<file path="src/rtl/exc_commit_ctrl.sv">
module exc_commit_ctrl #(
  parameter int unsigned AW = 32,
  parameter int unsigned CW = 4,
  parameter int unsigned STEP = 4,
  parameter logic [AW-1:0] BOOT_PC = AW'('h1000),
  parameter logic [AW-1:0] HANDLER_PC = AW'('h80)
) (
  input  logic          clk,
  input  logic          rst_n,
  input  logic [CW-1:0] if_exc_i,
  input  logic [CW-1:0] id_exc_i,
  input  logic [CW-1:0] ex_exc_i,
  input  logic [CW-1:0] mem_exc_i,
  input  logic          id_reg_we_i,
  input  logic          id_mem_we_i,
  output logic [AW-1:0] pc_o,
  output logic          mem_we_o,
  output logic [AW-1:0] mem_pc_o,
  output logic          wb_valid_o,
  output logic          wb_reg_we_o,
  output logic [AW-1:0] wb_pc_o,
  output logic          exc_taken_o,
  output logic [AW-1:0] epc_o,
  output logic [CW-1:0] cause_o
);

  localparam logic [CW-1:0] NO_FAULT = '0;

  logic [AW-1:0] pc_q;

  logic          d_v;
  logic [AW-1:0] d_pc;
  logic [CW-1:0] d_exc;

  logic          e_v, e_rwe, e_mwe;
  logic [AW-1:0] e_pc;
  logic [CW-1:0] e_exc;

  logic          m_v, m_rwe, m_mwe;
  logic [AW-1:0] m_pc;
  logic [CW-1:0] m_exc;

  logic          w_v, w_rwe;
  logic [AW-1:0] w_pc;

  logic [AW-1:0] epc_q;
  logic [CW-1:0] cause_q;

  logic [CW-1:0] d_code, e_code, m_code;
  logic          take;

  // first recorded code wins; a later stage only fills an empty field
  assign d_code = (d_exc != NO_FAULT) ? d_exc : id_exc_i;
  assign e_code = (e_exc != NO_FAULT) ? e_exc : ex_exc_i;
  assign m_code = (m_exc != NO_FAULT) ? m_exc : mem_exc_i;

  assign take = m_v && (m_code != NO_FAULT);

  always_ff @(posedge clk) begin
    if (!rst_n) begin
      pc_q    <= BOOT_PC;
      d_v     <= 1'b0;
      d_pc    <= '0;
      d_exc   <= NO_FAULT;
      e_v     <= 1'b0;
      e_pc    <= '0;
      e_exc   <= NO_FAULT;
      e_rwe   <= 1'b0;
      e_mwe   <= 1'b0;
      m_v     <= 1'b0;
      m_pc    <= '0;
      m_exc   <= NO_FAULT;
      m_rwe   <= 1'b0;
      m_mwe   <= 1'b0;
      w_v     <= 1'b0;
      w_pc    <= '0;
      w_rwe   <= 1'b0;
      epc_q   <= '0;
      cause_q <= NO_FAULT;
    end else begin
      pc_q  <= take ? HANDLER_PC : pc_q + AW'(STEP);

      d_v   <= !take;
      d_pc  <= pc_q;
      d_exc <= if_exc_i;

      e_v   <= d_v && !take;
      e_pc  <= d_pc;
      e_exc <= d_code;
      e_rwe <= id_reg_we_i && (d_code == NO_FAULT);
      e_mwe <= id_mem_we_i && (d_code == NO_FAULT);

      m_v   <= e_v && !take;
      m_pc  <= e_pc;
      m_exc <= e_code;
      m_rwe <= e_rwe && (e_code == NO_FAULT);
      m_mwe <= e_mwe && (e_code == NO_FAULT);

      w_v   <= m_v && !take;
      w_pc  <= m_pc;
      w_rwe <= m_rwe && (m_code == NO_FAULT);

      if (take) begin
        epc_q   <= m_pc;
        cause_q <= m_code;
      end
    end
  end

  assign pc_o        = pc_q;
  assign mem_we_o    = m_v && m_mwe && (m_code == NO_FAULT);
  assign mem_pc_o    = m_pc;
  assign wb_valid_o  = w_v;
  assign wb_reg_we_o = w_v && w_rwe;
  assign wb_pc_o     = w_pc;
  assign exc_taken_o = take;
  assign epc_o       = epc_q;
  assign cause_o     = cause_q;

endmodule

</file>
<file path="config.mk">
export PLATFORM = sky130hd
export DESIGN_NAME = exc_commit_ctrl
export DESIGN_NICKNAME = d
export VERILOG_FILES = /design/src/rtl/exc_commit_ctrl.sv
export SDC_FILE = /design/constraint.sdc
export NUM_CORES = 1
export LEC_CHECK = 0
export ABC_AREA = 1
export BUFFER_PORTS_ARGS = -buffer_cell sky130_fd_sc_hd__buf_2
export CAP_MARGIN = 20
export CORE_MARGIN = 1.5
export CORE_UTILIZATION = 48
export DETAILED_ROUTE_END_ITERATION = 8
export PLACE_DENSITY_LB_ADDON = 0.1
export SLEW_MARGIN = 20
export SYNTH_ARGS = -nofsm -noshare
export SYNTH_HDL_FRONTEND = slang
export SYNTH_SLANG_ARGS = --single-unit
</file>
<file path="constraint.sdc">
create_clock -name clk -period 1.6 [get_ports clk]
set_clock_uncertainty 0.05 [all_clocks]
set_input_delay 0 -clock clk [delete_from_list [all_inputs] [get_ports clk]]
set_output_delay 0 -clock clk [all_outputs]
set_load 0.005 [all_outputs]
</file>
== Yosys cells after proc, flatten, opt, wreduce, memory -nomap -nowiden ==
Cells that the tools add are included.

* Register bits after elaboration: 217
* Bits in latches: 0
* Bits in writable memories: 0
* Bits in read-only memories: 0
* Input bits: 20
* Memories kept: 0

* Add/sub/neg operators: 1
* Multiply operators: 0
* Div/mod/pow operators: 0
* Magnitude comparators: 0
* Equality and inequality tests: 0
* Shifts and indexed selects: 0
* Mux-type cells: 4
* Bitwise gates (word level): 1
* Reduce and logical (&&, ||, !) cells: 21

{| class="wikitable"
|+ Operators with widths
! kind !! number
|-
| $add A32 B3 Y32 const B || 1
|-
| $reduce_bool A4 Y1 || 4
|-
| $mux W13 || 1
|-
| $logic_and A1 B1 Y1 || 12
|-
| $logic_not A4 Y1 || 3
|-
| $mux W4 || 3
|-
| $reduce_or A2 Y1 || 1
|-
| $logic_not A1 Y1 || 1
|-
| $not A1 Y1 || 1
|}

== Depth between registers and ports, before layout ==
Gate-level depths: netlist (run 1).

* Word-level depth: 6
* Mapped depth: 9

== Least setup slack after synthesis (run 1) ==
Ideal clock, no wire load.

* Kind: reg2reg
* Start: register pc_q[2] (netlist: pc_o[2])
* End: register pc_q[22] (netlist: pc_o[22])
* Arrival time: 1.360 ns
* Path slack: 0.073 ns
* Stages on the path, launching flop included: 9
* Clock period less this slack: 1.527 ns
* Cell sequence: dfxtp_1 > ha_1 > nand3_2 > nor3_4 > nand2_4 > nor2_4 > nand3_1 > nand2_1 > nor2_1

* Longest elaborated chain between the ends: 1

{| class="wikitable"
|+ Ends and longest elaborated chain
! item !! RTL line !! source
|-
| from (decl) || 29 || <nowiki>logic [AW-1:0] pc_q;</nowiki>
|-
| from (signal assigned) || 81 || <nowiki>pc_q <= take ? HANDLER_PC : pc_q + AW'(STEP);</nowiki>
|-
| $add A32 B3 Y32 || 81 ||
|}

Every way passes these cells.
A chain may end at the register's enable or synchronous reset.

== Final worst setup path (run 1) ==
* Start: register m_exc[2]
* End: output port mem_we_o

* Longest elaborated chain between the ends: 4

{| class="wikitable"
|+ Ends and longest elaborated chain
! item !! RTL line !! source
|-
| from (decl) || 41 || <nowiki>logic [CW-1:0] m_exc;</nowiki>
|-
| from (signal assigned) || 95 || <nowiki>m_exc <= e_code;</nowiki>
|-
| $reduce_bool A4 Y1 || 55 || <nowiki>assign m_code = (m_exc != NO_FAULT) ? m_exc : mem_exc_i;</nowiki>
|-
| $mux W4 * || 55 ||
|-
| $logic_not A4 Y1 * || 111 || <nowiki>assign mem_we_o = m_v && m_mwe && (m_code == NO_FAULT);</nowiki>
|-
| $logic_and A1 B1 Y1 * || 111 ||
|-
| to (decl) || 17 || <nowiki>output logic mem_we_o,</nowiki>
|}

Mark *: on every way between the ends. The rest lies on a longest branch, timed or not.

==> metrics.md, run 1 <==
| Metric | Value |
|---|---|
| Status | finished with violations |
| Failing checks | setup timing |
| Total track usage | 19.0% |
| Max Cap Viol | 0 |
| Number of buffers created by CTS | 22 |
| Synth Instances | 871 |
| First-pass GRT wire length | 23400 um |
| Netlist cell types | 31 |
| # clock sinks | 205 |
| Worst hold start | e_pc[27]$_SDFF_PN0_ |
| Placed inst area | 8060 um^2 |
| Vias in the first global route | 4962 |
| Pre-antenna DRT Iters | 5 |
| Worst hold path type | flop to flop |
| Clk buf depth | 3 |
| Critical path class | flop to output pin |
| Max Clock Freq | 580 MHz |
| Min cycle time layout | 1.72 ns |
| DR vias | ~5500 |
| Slew Limit Fails | 0 |
| Count leader, synth | nand2_1 |
| Clock-pin slew on the worst setup and hold paths | around 0.060 ns |
| Critical path cell sequence | nor2_4, nand3_2, nand2_2, nor2_4, nand2_4, buf_12, nor3b_2, buf_2 |
| Root Buffer | clkbuf_16 |
| CP Data Required Time | 1.55 ns |
| Vias per Instance | 4.37 |
| IO buf count | 147 |
| CTS H-tree lvls | 1 |
| Share of cells above drive strength 1 | 24.4% |
| Slowest cell on crit path | dfxtp_2 |
| Prevailing post-synth register cell | dfxtp_1 |
| Area share of the largest cell type after synthesis | 58.6% |
| Dominant cells by area after synthesis | dfxtp_1 59%, nand2_1 13%, inv_1 9.6% |
| Synth top cells by count | 234 x nand2_1, 205 x dfxtp_1, 179 x inv_1 |
| VDD IR-drop max | 0.699 mV |
| Setup crit start kind | flop |
| DRC | 0 |
| Layout area overhead | 32.1% |
| GRT overflow | 0 |
| Initial Util | 49.9% |
| Kind of cell adding the most delay to the critical path | simple AND/OR/NAND/NOR gates |
| Most frequent CP cell | nor2_4 |
| Mapped Avg Cell Area | around 8 um^2 |
| Worst Setup End Kind | output pin |
| Max stage delay on crit path | 0.35 ns |
| Cell Rows | 43 |
| Layout Nets | 1088 |
| DIE HEIGHT | ~120 um |
| Hpwl dp | 9740 um |
| Synth warnings | 0 |
| Largest area contributor in the netlist | dfxtp_1 |
| Worst setup margin | -0.124 ns |
| RSZ-0062 raised after global routing | true |
| Drt wl/cell | around 12 um |
| Final wirelength | 14900 um |
| # IOs | 156 |
| Endpoints failing setup | 18 |
| Full die area | 15300 um^2 |
| Crit path from | m_exc[2]$_SDFF_PN0_ |
| Largest net degree at the start of global routing | 41 |
| Crit path buf inv count | 2 |
| Finished Cell Area | 9260 um^2 |
| Mapped cell area | 7010 um^2 |
| DRT iter0 DRCs | ~320 |
| Register area share after synthesis | between 50 and 60% |
| Worst slack, placed | 0.0444 ns |
| WP data arrival | 1.67 ns |
| Later-pin clock latency in the skew report | 0.48 ns |
| Routability congestion estimate from global placement | 0.876 |
| EDFF count, synth | 0 |
| Antenna cells | 0 |
| Ys async rst share | 0% |
| Seq cells post-synth | 205 |
| R2R Setup Slk | -0.07 ns |
| Final hold viol count | 0 |
| TritonCTS clock tree | built |
| Power density cells | 1170 nW/um^2 |
| Area of the core | 14000 um^2 |
| Reg2Reg Launch Point | m_exc[2]$_SDFF_PN0_ |
| CP Max Fanout | 4 |
| Static Leak | 5.07 nW |
| Final Cycle Share | 108% |
| Antenna violations before repair | 0 |
| Routed Antenna Nets | 0 |
| DIE WIDTH | 124 um |
[state kept, by name (all words and copies together), names as in the netlist, 4 cells and up]
name / cells
cause_o: 4
m_exc: 4
d_exc: 4
pc_o: 30
epc_o: 30
d_pc: 30
mem_pc_o: 30
wb_pc_o: 30
e_pc: 30
e_exc: 4
[per-layer routing]
metal / global-route usage, % / part of all wire, % / wire [um]
met3: 3.71 / 6.8 / 1000
met4: 5.17 / 0.97 / 144
met2: 29.5 / 44 / 6520
met1: 27.0 / 48 / 7190
met5: 0 / 0 / 0
[report_power, final]
part	total [mW]	switching (mW)	internal, mW
Clock	5.08	1.88	3.20
Sequential	5.21	0.0379	5.17
Combinational	0.591	0.331	0.260
[worst paths after layout]
check,depth (start not counted),end
min,2,mem_pc_o[27]$_SDFF_PN0_
max,8,mem_we_o
min reg2reg,2,mem_pc_o[27]$_SDFF_PN0_
max reg2reg,10,epc_o[31]$_SDFFE_PN0P_
[cells by family (layout without fill, tap and decap cells)]
kind of cell               Yosys count  after routing  synth area share (%)
other                                1              8                0.0535
adders and majority gates            1              1                 0.179
DFF                                205            205                  58.6
buffers and inverters              222            423                  12.6
AOI/OAI and AO/OA                   50             50                  3.61
xor gates and xnor gates            14             14                  1.75
and+or+nand+nor                    378            378                  23.2
[placed cells by master (no fill, tap or decap), drive strengths merged, types with 2 or more instances in the layout]
master,count
o21ai,9
nand3,45
conb,8
dfxtp,205
nor3b,2
nand2,238
dlygate4sd3,25
inv,182
xnor2,6
a21oi,40
or2,3
clkinvlp,2
nand3b,6
buf,179
clkbuf,32
bufinv,2
nand4,5
xor2,8
nor3,13
nor2,66
[layout make-up]
type | count | area [um^2]
sequential | 205 | 4120
clock buffer | 32 | 669
inverter | 182 | 686
multi-input combinational | 451 | 2170
tap | 180 | 225
fill | 1186 | 4780
timing repair buffer | 205 | 1320
clock inverter | 4 | 75.1
[worst reg2reg max path, cell delays in order, from the launching register on]
cell	delay, ns
dfxtp_2	0.33
nor2_4	0.17
nand3_2	0.11
nand2_2	0.12
nor2_4	0.05
nand2_4	0.08
buf_4	0.11
buf_4	0.09
bufbuf_16	0.28
nand3_1	0.08
a21oi_1	0.14
[repair_timing]
item                                   in CTS  in global routing
setup endpoints to repair                   2                 47
resized for setup                          10                 29
hold buffers                               25                  0
pin swaps                                   2                 15
endpoints found under the hold margin      34                  0
setup buffers                               2                  4
cloned                                      1                  0
[stage by stage]
stage / cells / TNS [ns] / utilization [%] / power, mW / hold WS [ns]
2_1_floorplan: 878 / 0 / - / 5.60 / 0.0476
3_3_place_gp: 1191 / 0 / 57.4 / 5.74 / 0.131
3_5_place_dp: 1191 / 0 / 57.4 / 5.75 / 0.137
4_1_cts: 1255 / -0.173 / 64.9 / 10.9 / 0.358
5_1_grt: 1259 / -4.03 / 65.9 / 11.3 / 0.371
6_report: 1259 / -1.19 / 65.9 / 10.9 / 0.355
Power figures use the tool's default switching activity.
==> inputs of run 2 (changes only) <==
--- a/config.mk
+++ b/config.mk
@@ -10,6 +10,7 @@
 export CAP_MARGIN = 20
 export CORE_MARGIN = 1.5
 export CORE_UTILIZATION = 48
+export CTS_BUF_LIST = sky130_fd_sc_hd__clkbuf_16
 export DETAILED_ROUTE_END_ITERATION = 8
 export PLACE_DENSITY_LB_ADDON = 0.1
 export SLEW_MARGIN = 20
==> run 2 against run 1 <==
Against the previous run:
- the flow still finishes with violations (setup timing)
- die area is the same
- cell count is the same
- fmax is essentially flat
- critical path depth is the same
- global-route usage is essentially flat
- clock power shrank 6.3%
- sequential power is essentially flat
- core utilization shrank 0.43 points
- register-to-register slack lost 0.02 ns
- sequential share of layout area grew 0.29 points
- sequential cell count is the same
- highest routed layer unchanged
==> metrics.md, run 2 (synthesis gave the netlist of run 1 again) <==
| Metric | Value |
|---|---|
| Status | finished with violations |
| Failing checks | setup timing |
| Power density cells | 1150 nW/um^2 |
| Cell Rows | 43 |
| Worst setup margin | -0.123 ns |
| Routed Antenna Nets | 0 |
| Total track usage | 19.0% |
| Final Cycle Share | 108% |
| Layout area overhead | 31.3% |
| Initial Util | around half |
| Area of the core | 14000 um^2 |
| DIE WIDTH | 124 um |
| Static Leak | between 5 and 6 nW |
| CTS H-tree lvls | 1 |
| Post-Layout Cell Count | 1259 |
| Largest net degree at the start of global routing | ~40 |
| DR vias | between 5000 and 6000 |
| IO buf count | around 150 |
| GRT overflow | 0 |
| VDD IR-drop max | roughly 0.70 mV |
| P_sw | approximately 2.2 mW |
| Drt wl/cell | about 12 um |
| Setup crit start kind | flop |
| Share of cells above drive strength 1 | 23.8% |
| Antenna violations before repair | 0 |
| Most frequent cells in the layout | 230 x nand2_1, 196 x dfxtp_1, 181 x inv_1 |
| Vias in the first global route | 4964 |
| Placed inst area | 8060 um^2 |
| Endpoints failing setup | 18 |
| Clock Power Share | 45.1% |
| Routability congestion estimate from global placement | approximately 0.9 |
| Pre-antenna DRT Iters | 5 |
| Comb pwr share | under 10% |
| Final hold viol count | 0 |
| Hpwl dp | slightly below 10000 um |
| WP data arrival | 1.67 ns |
| Clk buf depth | 3 |
| Post-Place Cells | 1191 |
| Fin Hold WS | 0.355 ns |
| Internal power | 8.32 mW |
| # clock sinks | 205 |
| Root Buffer | clkbuf_16 |
| Final wirelength | 14900 um |
| Most common cell after layout, fill and taps aside | nand2_1 |
| Full die area | roughly 15000 um^2 |
| CP Max Fanout | 4 |
| Max Cap Viol | 0 |
| Max Clock Freq | 580 MHz |
| Worst hold path type | flop to flop |
| Vias per Instance | 4.40 |
| TritonCTS clock tree | built |
| Number of buffers created by CTS | 22 |
| Critical path class | flop to output pin |
| Worst Setup End Kind | output pin |
| DRT iter0 DRCs | 361 |
| DRC | 0 |
| Layout Nets | about 1100 |
| First-pass GRT wire length | about 23000 um |
| Layout Utilization | 65.5% |
| Flop pwr share | about half |
| Slew Limit Fails | 0 |
| Clock-pin slew on the worst setup and hold paths | 0.06 ns |
| RSZ-0062 raised after global routing | true |
| Switching Fraction | 21.2% |
| Setup TNS | -1.19 ns |
| Antenna cells | 0 |
| CP Data Required Time | 1.55 ns |
| DIE HEIGHT | 124 um |
| Finished Cell Area | a little over 9000 um^2 |
| Later-pin clock latency in the skew report | 0.48 ns |
| # IOs | 156 |
| Min cycle time layout | 1.72 ns |
run 2: final cells by class:
cell class / count / area [um^2]
Clock buffer: 23 / 576
Clock inverter: 13 / 109
Fill cell: 1201 / 4840
Inverter: 182 / 686
Multi-Input combinational cell: 451 / 2170
Sequential cell: 205 / 4120
Tap cell: 180 / 225
Timing Repair Buffer: 205 / 1320
run 2: through the flow:
step / total power [mW] / setup slack [ns]
floorplan: 5.60 / 0.0728
global placement: 5.74 / 0.0880
detailed placement: 5.75 / 0.0444
CTS: 10.6 / -0.0980
global route: 11.0 / -0.209
finish: 10.6 / -0.123
run 2: final timing paths:
kind                             end  depth (start not counted)                 from  slack [ns]
min          mem_pc_o[27]$_SDFF_PN0_                          2  e_pc[27]$_SDFF_PN0_        0.36
min reg2reg  mem_pc_o[27]$_SDFF_PN0_                          2  e_pc[27]$_SDFF_PN0_        0.36
max reg2reg   epc_o[11]$_SDFFE_PN0P_                         10  m_exc[2]$_SDFF_PN0_       -0.09
max                         mem_we_o                          8  m_exc[2]$_SDFF_PN0_       -0.12
run 2: what timing repair did:
item | in CTS | in global routing
endpoints found under the hold margin | 34 | 0
cloned | 1 | 0
hold buffers | 25 | 0
setup endpoints to repair | 2 | 47
pin swaps | 2 | 15
gates resized for setup | 10 | 29
buffers inserted | 2 | 4
run 2: per-layer routing:
metal	vias up	share of wire (%)	GRT usage [%]
met1	2432	49	26.9
met3	13	6.5	3.75
li1	2933	-	-
met5	-	0	0
met4	0	0.87	5.39
met2	166	44	29.4
run 2: critical path, cell delays in order, from the launching register on:
cell	delay (ns)
dfxtp_2	0.35
nor2_4	0.06
nand3_2	0.08
nand2_2	0.08
nor2_4	0.13
nand2_4	0.08
buf_12	0.13
nor3b_2	0.16
buf_2	0.13
run 2: power by group through the flow:
stage | logic, mW | clock network (mW) | registers, mW
finish | 0.592 | 4.76 | 5.21
global route | 0.648 | 5.12 | 5.21
detailed placement | 0.440 | 0 | 5.31
global placement | 0.438 | 0 | 5.31
CTS | 0.541 | 4.87 | 5.20
floorplan | 0.291 | 0 | 5.31
==> inputs of run 3 (changes only) <==
--- a/config.mk
+++ b/config.mk
@@ -6,7 +6,7 @@
 export NUM_CORES = 1
 export LEC_CHECK = 0
 export ABC_AREA = 1
-export BUFFER_PORTS_ARGS = -buffer_cell sky130_fd_sc_hd__buf_2
+export BUFFER_PORTS_ARGS = -buffer_cell sky130_fd_sc_hd__clkbuf_2
 export CAP_MARGIN = 20
 export CORE_MARGIN = 1.5
 export CORE_UTILIZATION = 48
==> run 3 against run 2 <==
Against the previous run:
- the run still ends with setup timing left
- via count is 0.16% higher
- combinational power shrank 2%
- register-to-register slack improved by 0.11 ns
- global-route usage up 0.47 points
- sequential cell count stayed put
- largest cell class unchanged
- highest routed layer unchanged
==> metrics.md, run 3 (synthesis gave the netlist of run 1 again) <==
| Metric | Value |
|---|---|
| Placed inst area | 8100 um^2 |
| WP data arrival | 1.70 ns |
| Later-pin clock latency in the skew report | 0.49 ns |
| Clk buf depth | 3 |
| Vias per Instance | between 4 and 5 |
| VDD IR-drop max | roughly 0.78 mV |
| Layout area overhead | 32.2% |
| TritonCTS clock tree | built |
| Vias in the first global route | approximately 5200 |
| Setup crit start kind | flop |
| Area of the core | 14000 um^2 |
| Antenna violations before repair | 0 |
| Critical path cell sequence | nor2_4, nand3_1, nand2_2, nor2_4, nand2_4, buf_12, nor3b_2, buf_2 |
| Most frequent cells in the layout | 230 x nand2_1, 197 x dfxtp_1, 181 x inv_1 |
| DRC | 0 |
| Share of cells above drive strength 1 | 24.4% |
| Full die area | 15300 um^2 |
| Finished Cell Area | 9270 um^2 |
| Layout Utilization | 66.0% |
| Cell Rows | 43 |
| Worst hold path type | flop to flop |
| Crit path buf inv count | 2 |
| Number of buffers created by CTS | 22 |
| # clock sinks | 205 |
| Static Leak | 4.97 nW |
| First-pass GRT wire length | between 20000 and 25000 um |
| Min cycle time layout | approximately 1.8 ns |
| Slowest cell on crit path | dfxtp_2 |
| Critical path class | flop to output pin |
| Most frequent CP cell | nor2_4 |
| Power density cells | 1140 nW/um^2 |
| Most common cell after layout, fill and taps aside | nand2_1 |
| Final Cycle Share | 109% |
| DIE HEIGHT | 124 um |
| Max Cap Viol | 0 |
| # IOs | 156 |
| Worst hold start | e_v$_SDFF_PN0_ |
| IO buf count | 147 |
| Max stage delay on crit path | around 0.35 ns |
| RSZ-0062 raised after global routing | true |
| Worst setup margin | -0.151 ns |
| Initial Util | 49.9% |
| GRT overflow | 0 |
| Pre-antenna DRT Iters | 4 |
| Routability congestion estimate from global placement | 0.920 |
| Kind of cell adding the most delay to the critical path | simple AND/OR/NAND/NOR gates |
| DRT iter0 DRCs | 303 |
| Total track usage | 19.4% |
| CP Max Fanout | 4 |
| Failing checks | setup timing |
| Antenna cells | 0 |
| Hpwl dp | 9620 um |
| Largest net degree at the start of global routing | 49 |
| Post-Place Cells | 1197 |
| Routed Antenna Nets | 0 |
| Max Clock Freq | between 500 and 600 MHz |
| Endpoints failing setup | 2 |
| Final wirelength | 14800 um |
| CP Data Required Time | 1.55 ns |
| Clock-pin slew on the worst setup and hold paths | roughly 0.06 ns |
| Final hold viol count | 0 |
| Post-Layout Cell Count | 1266 |
| Drt wl/cell | 11.7 um |
| DIE WIDTH | 124 um |
| CTS H-tree lvls | 1 |
| Crit path from | m_exc[0]$_SDFF_PN0_ |
| Root Buffer | clkbuf_16 |
| DR vias | 5553 |
| Layout Nets | 1093 |
| Reg2Reg Launch Point | m_exc[0]$_SDFF_PN0_ |
| Worst Setup End Kind | output pin |
| Slew Limit Fails | 0 |
| Status | finished with violations |
-- run 3: cell type report --
class                      count  area (um^2)
clock buffer                  23          576
fill                        1223         4780
timing repair buffer         210         1370
inverter                     182          686
sequential                   205         4110
tap                          180          225
multi-input combinational    451         2180
clock inverter                15          123
-- run 3: per-layer routing --
layer / global-route usage, % / routed length [um] / vias to the layer above
met5: 0 / 0 / -
met4: 6.11 / 261 / 0
met3: 3.75 / 966 / 28
met2: 30.0 / 6390 / 155
met1: 27.5 / 7150 / 2415
li1: - / - / 2955
-- run 3: worst paths after layout --
kind / endpoint / slack (ns) / cells past startpoint
setup / recovery: mem_we_o / -0.15 / 8
hold / removal: m_v$_SDFF_PN0_ / 0.36 / 2
setup reg to reg: epc_o[10]$_SDFFE_PN0P_ / 0.02 / 9
hold reg to reg: m_v$_SDFF_PN0_ / 0.36 / 2
-- run 3: per-stage QoR --
| stage | setup slack [ns] | setup TNS, ns | power (mW) | hold slack [ns] |
|---|---|---|---|---|
| 2_1_floorplan | 0.0728 | 0 | 5.60 | 0.0476 |
| 3_3_place_gp | 0.0852 | 0 | 5.74 | 0.132 |
| 3_5_place_dp | 0.0700 | 0 | 5.74 | 0.137 |
| 4_1_cts | -0.136 | -0.262 | 10.7 | 0.336 |
| 5_1_grt | -0.237 | -3.70 | 11.0 | 0.378 |
| 6_report | -0.151 | -0.261 | 10.6 | 0.356 |
-- run 3: report_power, final --
| part | switching [mW] | leakage (nW) | internal, mW |
|---|---|---|---|
| registers | 0.0393 | 1.66 | 5.17 |
| clock network | 1.89 | 0.355 | 2.91 |
| logic | 0.325 | 2.96 | 0.255 |
-- run 3: timing repair --
item / 4_1_cts / 5_1_grt
pin swaps: 3 / 16
setup endpoints to repair: 2 / 57
gates resized for setup: 10 / 33
cloned: 1 / 0
buffers inserted: 2 / 3
hold endpoints to repair: 36 / 0
hold buffers: 25 / 0
-- run 3: worst reg2reg max path: cells and delay by family, from the launching register on --
family / cells / cell delay (ns)
flops: 1 / 0.33
compound gates: 1 / 0.15
simple gates: 6 / 0.59
buf+inv: 2 / 0.40
